===== src/rtl/modrm_eagen.sv =====
module modrm_eagen #(
  parameter int ADDR_W = 32,
  parameter int IDX_W  = 3
) (
  input  logic              clk,
  input  logic              rst_n,
  input  logic              start,
  input  logic [7:0]        modrm,
  output logic [IDX_W-1:0]  rf_sel,
  input  logic [ADDR_W-1:0] rf_data,
  input  logic              strm_valid,
  input  logic [7:0]        strm_byte,
  output logic              strm_pop,
  output logic              busy,
  output logic              done,
  output logic [IDX_W-1:0]  reg_fld,
  output logic              mem_op,
  output logic [ADDR_W-1:0] eaddr,
  output logic [2:0]        disp_len,
  output logic              bad_mode
);
  localparam logic [1:0] MOD_IND  = 2'b00;
  localparam logic [1:0] MOD_D8   = 2'b01;
  localparam logic [1:0] MOD_REG  = 2'b11;
  localparam logic [2:0] RM_SIB   = 3'd4;
  localparam logic [2:0] RM_ABS   = 3'd5;
  localparam logic [2:0] LEN_WIDE = 3'(ADDR_W / 8);

  logic              fetch_q;
  logic [IDX_W-1:0]  reg_q;
  logic [ADDR_W-1:0] base_q, disp_q, disp_nxt, disp_ext;
  logic [2:0]        need_q, cnt_q;
  logic              last;

  wire [1:0] mod_in = modrm[7:6];
  wire [2:0] rm_in  = modrm[2:0];

  assign rf_sel   = rm_in[IDX_W-1:0];
  assign busy     = fetch_q;
  assign strm_pop = fetch_q & strm_valid;
  assign disp_nxt = disp_q | (ADDR_W'(strm_byte) << {cnt_q, 3'b000});
  assign last     = strm_pop && (cnt_q + 3'd1 == need_q);
  assign disp_ext = (need_q == 3'd1) ? {{(ADDR_W-8){disp_nxt[7]}}, disp_nxt[7:0]} : disp_nxt;

  always_ff @(posedge clk) begin
    if (!rst_n) begin
      fetch_q  <= 1'b0;
      reg_q    <= '0;
      base_q   <= '0;
      disp_q   <= '0;
      need_q   <= '0;
      cnt_q    <= '0;
      done     <= 1'b0;
      reg_fld  <= '0;
      mem_op   <= 1'b0;
      eaddr    <= '0;
      disp_len <= '0;
      bad_mode <= 1'b0;
    end else begin
      done <= 1'b0;
      if (!fetch_q && start) begin
        if (mod_in == MOD_REG) begin
          done     <= 1'b1;
          reg_fld  <= modrm[3 +: IDX_W];
          mem_op   <= 1'b0;
          eaddr    <= '0;
          disp_len <= '0;
          bad_mode <= 1'b0;
        end else if (rm_in == RM_SIB) begin
          done     <= 1'b1;
          reg_fld  <= modrm[3 +: IDX_W];
          mem_op   <= 1'b1;
          eaddr    <= '0;
          disp_len <= '0;
          bad_mode <= 1'b1;
        end else if (mod_in == MOD_IND && rm_in != RM_ABS) begin
          done     <= 1'b1;
          reg_fld  <= modrm[3 +: IDX_W];
          mem_op   <= 1'b1;
          eaddr    <= rf_data;
          disp_len <= '0;
          bad_mode <= 1'b0;
        end else begin
          fetch_q <= 1'b1;
          reg_q   <= modrm[3 +: IDX_W];
          base_q  <= (mod_in == MOD_IND) ? '0 : rf_data;
          need_q  <= (mod_in == MOD_D8) ? 3'd1 : LEN_WIDE;
          cnt_q   <= '0;
          disp_q  <= '0;
        end
      end else if (strm_pop) begin
        disp_q <= disp_nxt;
        cnt_q  <= cnt_q + 3'd1;
        if (last) begin
          fetch_q  <= 1'b0;
          done     <= 1'b1;
          reg_fld  <= reg_q;
          mem_op   <= 1'b1;
          eaddr    <= base_q + disp_ext;
          disp_len <= need_q;
          bad_mode <= 1'b0;
        end
      end
    end
  end
endmodule


===== config.mk =====
export PLATFORM = sky130hd
export DESIGN_NAME = modrm_eagen
export DESIGN_NICKNAME = d
export VERILOG_FILES = /design/src/rtl/modrm_eagen.sv
export SDC_FILE = /design/constraint.sdc
export NUM_CORES = 1
export LEC_CHECK = 0
export ABC_CLOCK_PERIOD_IN_PS = 4200
export BUFFER_PORTS_ARGS = -buffer_cell sky130_fd_sc_hd__buf_2
export CAP_MARGIN = 20
export CORE_UTILIZATION = 58
export DETAILED_ROUTE_END_ITERATION = 7
export HOLD_SLACK_MARGIN = 0.12
export PLACE_DENSITY = 0.86
export SLEW_MARGIN = 20
export SYNTH_ARGS = -nofsm -noshare
export SYNTH_HDL_FRONTEND = slang
export SYNTH_SLANG_ARGS = --single-unit

===== constraint.sdc =====
create_clock -name clk -period 4.2 [get_ports clk]
set_input_delay 0.84 -clock clk [delete_from_list [all_inputs] [get_ports clk]]
set_output_delay 0.84 -clock clk [all_outputs]
set_load 0.02 [all_outputs]

---- Word level (Yosys, flattened, before mapping) ----
Index checks and enable logic that the tools add are counted.
word-level totals
  register bits ........................... 115
  input port bits ......................... 52
cells by class
  add/subtract/negate cells ............... 2
  eq/ne operators ......................... 10
  shift operators ......................... 1
  muxes and demuxes ....................... 53
  bitwise gates (word level) .............. 5
  reduce and logical (&&, ||, !) cells .... 11
operator list
  cell                                                  number
  two-way mux 32 bit                                    13
  two-way mux 3 bit                                     18
  adder 32 bit                                          1
  OR 32 bit                                             1
  << shifter 8 x 6 -> 32 bit                            1
  two-way mux 1 bit                                     22
  AND reduction 4 bit                                   2
  != test 2 bit (second input constant)                 3
  AND reduction 5 bit                                   1
  != test 4 x 1 -> 1 bit (second input constant)        1
  nonzero test 2 bit                                    2
  adder 3 x 1 -> 3 bit (second input constant)          1
  equality test 3 x 1 -> 1 bit (second input constant)  1
  equality test 3 bit                                   1
  equality test 3 bit (second input constant)           1
  logical AND 1 bit                                     3
  != test 3 bit (second input constant)                 1
  NOT 1 bit                                             3
  AND reduction 3 bit                                   1
  equality test 2 x 1 -> 1 bit (second input constant)  1
  equality test 2 bit (second input constant)           1
  logical NOT 2 bit                                     1
  bitwise AND 1 bit                                     1
  logical NOT 1 bit                                     1

---- Depth between registers and ports, before layout ----
  word-level depth ........................ 7
  depth in mapped cells ................... 14

---- Least setup slack after synthesis ----
No wires, ideal clock.
  path kind ............................... input port to flip-flop
  from .................................... in strm_byte[7]
  to ...................................... reg eaddr[24]
  arrival time ............................ 3.597 ns
  path slack .............................. 0.486 ns
  stages .................................. 13
  path buffers ............................ 3
  path through ............................ buf_1 > a2111oi_4 > clkbuf_1 > nor2_1 > ha_1 > clkbuf_1 > a21o_1 > a31o_2 > nor2_1 > a31o_2 > a31oi_1 > or3_1 > a32o_1
between the ends
  longest elaborated chain between the ends .. 7
ends and longest elaborated chain
  item                        RTL line  RTL
  start: declaration          12        input logic [7:0] strm_byte,
  << shifter 8 x 6 -> 32 bit  41        assign disp_nxt = disp_q | (ADDR_W'(strm_byte) << {cnt_q, 3'b000});
  OR 32 bit                   41
  two-way mux 32 bit          43        assign disp_ext = (need_q == 3'd1) ? {{(ADDR_W-8){disp_nxt[7]}}, disp_nxt[7:0]} : disp_nxt;
  adder 32 bit                99        eaddr <= base_q + disp_ext;
  two-way mux 32 bit          94        if (last) begin
  two-way mux 32 bit          91        end else if (strm_pop) begin
  two-way mux 32 bit          61        if (!fetch_q && start) begin
  end signal: assignment      80        eaddr <= rf_data;
  end signal: assignment      99
  end: declaration            18        output logic [ADDR_W-1:0] eaddr,
Every way passes these cells. The select of a mux whose other input is x is not followed.
A chain may end at the register's enable or synchronous reset.

---- Worst setup path in the final report ----
  from .................................... reg cnt_q[0]
  to ...................................... reg eaddr[20]
between the ends
  longest elaborated chain between the ends .. 7
  elaborated cells between the ends (all ways) .. 12
  classes of those cells .................. add/sub: 2; eq/ne: 1; shift: 1; mux: 4; bitwise: 1; reduce/logical: 3
ends and longest elaborated chain
  item                        RTL line  RTL
  start: declaration          32        logic [2:0] need_q, cnt_q;
  start signal: assignment    93        cnt_q <= cnt_q + 3'd1;
  << shifter 8 x 6 -> 32 bit  41
  OR 32 bit                   41
  two-way mux 32 bit          43
  adder 32 bit                99
  two-way mux 32 bit          94
  two-way mux 32 bit          91
  two-way mux 32 bit          61
Several ways; a longest one is shown, not always the timed one. The select of a mux whose other input is x is not followed.

==> flow_summary_export.csv <==
group,metric,value,unit
floorplanning,start_util,0.600,
grt,grt_pass1_vias,6153,
grt,global_route.overflow_total,0,
route,detailroute.via_count,6701,
grt,track_usage,0.333,
floorplanning,coreArea,0.0109,mm2
cts,tritoncts,"yes",
timing,period_minus_slack,3650,ps
synth,synth_enable_flop_cells,0,
run_status,run_status,"completed",
pwr,worst_ir_drop_vdd,247,uV
route,count_of_antenna_violating_nets_left_after_detailed_routing,0,
route,drt-vias-per-instance,6.44,
route,first_pass_iters,5,
route,drt-total-wl,19100,um
grt,grt_first_pass_wirelength,30500,um
cts,number_of_gates_given_a_new_drive_strength_after_cts,0,
synth,synth_top_cell_area_share,0.345,
worst_setup_path,arrival,3930,ps
timing,finalCritPeriodShare,0.868,
pwr,finalPower,3.33,mW
place,dpl_worst_slack,378,ps
place,port_buffers,96,
timing,skew,10.6,ps
timing,worstMarginPinSlew,986,ps
synth,most_used_flip_flop_cell_after_synthesis,"sky130_fd_sc_hd__dfxtp_1",
worst_setup_path,timing.reg2reg.worst_path_depth,12,
floorplanning,ios,98,
timing,setup_viol,0,
synth,yosys_warnings,0,
cts,cts_sinks,113,
floorplanning,chipHeight,108,um
worst_setup_path,timing_worst_setup_path_type,"flop to flop",
pwr,power-per-cell-area,431,mW/mm2
timing,fin_worst_hold_slack,457,ps
synth,syn-cell-area,0.00656,mm2
synth,syn_nets,908,
worst_setup_path,cp.required,4480,ps
hold_path,hold_path_depth,2,
route,route.detailed.drc,0,
synth,most_used_standard_cells_in_the_synthesized_netlist,"125 x sky130_fd_sc_hd__nor2_1, 113 x sky130_fd_sc_hd__dfxtp_1, 75 x sky130_fd_sc_hd__nand2_1, 59 x sky130_fd_sc_hd__a22oi_1, 50 x sky130_fd_sc_hd__a21oi_1",
route,drt_iter0_drc,698,
cts,ctsHtreeMaxLevel,4,
timing,finalHoldViolations,0,
worst_setup_path,worstPathMaxFanout,21,
worst_setup_path,cp-end-kind,"flop",
worst_setup_path,setup.worst_path.start_class,"flop",
layout,num_antenna_cells,0,
grt,number_of_antenna_violations_at_the_first_check_in_global_routing,0,
timing,grt_setup_unrepaired,"no",
synth,top_cells_by_area_synth,"sky130_fd_sc_hd__dfxtp_1 34%, sky130_fd_sc_hd__nor2_1 7.1%, sky130_fd_sc_hd__a22oi_1 6.7%",
cts,cts-root-to-sink-buffers,2,
floorplanning,fp.dieArea,0.0117,mm2
timing,minimum_setup_slack_in_the_final_design,552,ps
layout,post_route_cells_drive_above_1_share,0.179,
place,detailedPlacementHpwl,13000,um
synth,post_synth_inst_count,823,
synth,mean_instance_size_in_the_synthesized_netlist,7.98,um2
layout,layout.nets,972,
synth,async_reset_ff_frac,0,
synth,yosysSeqAreaShare,0.345,
route,post_drt_wl_per_cell,18.4,um
cts,cts_made_buffers,17,
timing,maxSlewHeadroom,0.343,
layout,synthToLayoutAreaGrowth,17.7,%
cts,postCtsSetupRepairBufs,0,
place,gpl.final_weighted_congestion,0.916,
hold_path,worstHoldPathType,"flop to flop",
timing,slew_viol_final,0,
pwr,leakagePower,3.36,nW
synth,post-synth-top-count-cell,"sky130_fd_sc_hd__nor2_1",
cts,postCtsHoldBufs,0,
run,drv_cap,0,
cts,later_pin_clock_latency_in_the_skew_report,410,ps
synth,distinct_cells_synth,70,
cts,clkSlewWorstSetupHoldPaths,60,ps
grt,grt_max_degree,92,
timing,setup-tns-final,0,ps
floorplanning,die_x,108,um
cts,clock_tree.root_cell,"sky130_fd_sc_hd__clkbuf_16",
floorplanning,std_cell_rows,38,
timing,fmax,0.274,GHz
synth,synth.largest_area_cell,"sky130_fd_sc_hd__dfxtp_1",
synth,synth_seq_cells,113,
## worst max-delay path, cell delays in order (launching register included)
cell	delay [ps]
sky130_fd_sc_hd__dfxtp_1	470
sky130_fd_sc_hd__nor3_2	70
sky130_fd_sc_hd__buf_4	180
sky130_fd_sc_hd__a2111oi_4	440
sky130_fd_sc_hd__buf_4	320
sky130_fd_sc_hd__nor2_1	100
sky130_fd_sc_hd__ha_1	380
sky130_fd_sc_hd__a21oi_1	220
sky130_fd_sc_hd__a21boi_0	380
sky130_fd_sc_hd__o221ai_1	240
sky130_fd_sc_hd__or3_1	400
sky130_fd_sc_hd__a32oi_1	220
sky130_fd_sc_hd__a21oi_1	90
## final cells by class
cell class	count	area, um2
clock inverters	15	221
clock buffers	17	425
fillers	878	3210
flip-flops and latches	113	2260
multi-input cells	629	3980
inverters	15	56.3
well taps	140	175
repair buffers	111	606
## cell families after synthesis
kind of cell / count (synthesis) / share of synthesized area
compound gates: 285 / 0.308
xor+xnor: 19 / 0.0276
fa+ha+maj: 33 / 0.0640
buf+inv: 81 / 0.0499
flops: 113 / 0.345
mux: 4 / 0.00610
other cells: 1 / 0.000571
simple gates: 287 / 0.199
## routing by layer
metal,routed length [um],vias up,track usage,share of wire
met1,8510,3144,0.449,0.44
met3,1560,46,0.0573,0.082
li1,-,3165,-,-
met5,0,-,0,0
met4,430,0,0.132,0.022
met2,8640,346,0.527,0.45
## state kept, by name (all words and copies together), names as in the netlist
signal and count:
bad_mode 1, base_q 32, busy 1, cnt_q 3, disp_len 2, disp_q 32, done 1, eaddr 32
mem_op 1, need_q 2, reg_fld 3, reg_q 3
## per-stage QoR
stage	area [um2]	util	instances
6_report	7720	0.706	1040
5_1_grt	7720	0.706	1040
4_1_cts	7720	0.706	1040
3_5_place_dp	7080	0.647	1008
3_3_place_gp	7080	0.647	1008
2_1_floorplan	6560	-	823
## path summary, 6_finish.rpt
| path | from | endpoint | slack [ps] |
|---|---|---|---|
| min reg2reg | disp_len[2] | disp_len[2] | 460 |
| min | disp_len[2] | disp_len[2] | 460 |
| max | cnt_q[0] | eaddr[20] | 550 |
| max reg2reg | cnt_q[0] | eaddr[20] | 550 |
## cells in the final DEF (no fill, tap or decap), drive strengths merged, types with 5 or more instances in the layout
cell type / instances
nand4: 8
clkbuf: 17
o21a: 8
nor3: 18
a22oi: 59
and2: 8
a31oi: 9
inv: 22
dfxtp: 113
xnor2: 15
buf: 111
a211oi: 31
o21bai: 5
or3: 5
nor2b: 7
nand2: 75
nand3: 15
a221oi: 14
and3: 6
a21o: 23
ha: 32
nor2: 125
o21ai: 40
a21oi: 50
## power breakdown
group          internal, mW  switching, mW
logic                 0.202          0.375
clock network          1.01          0.576
registers              1.13         0.0358
Power figures use the tool's default switching activity.
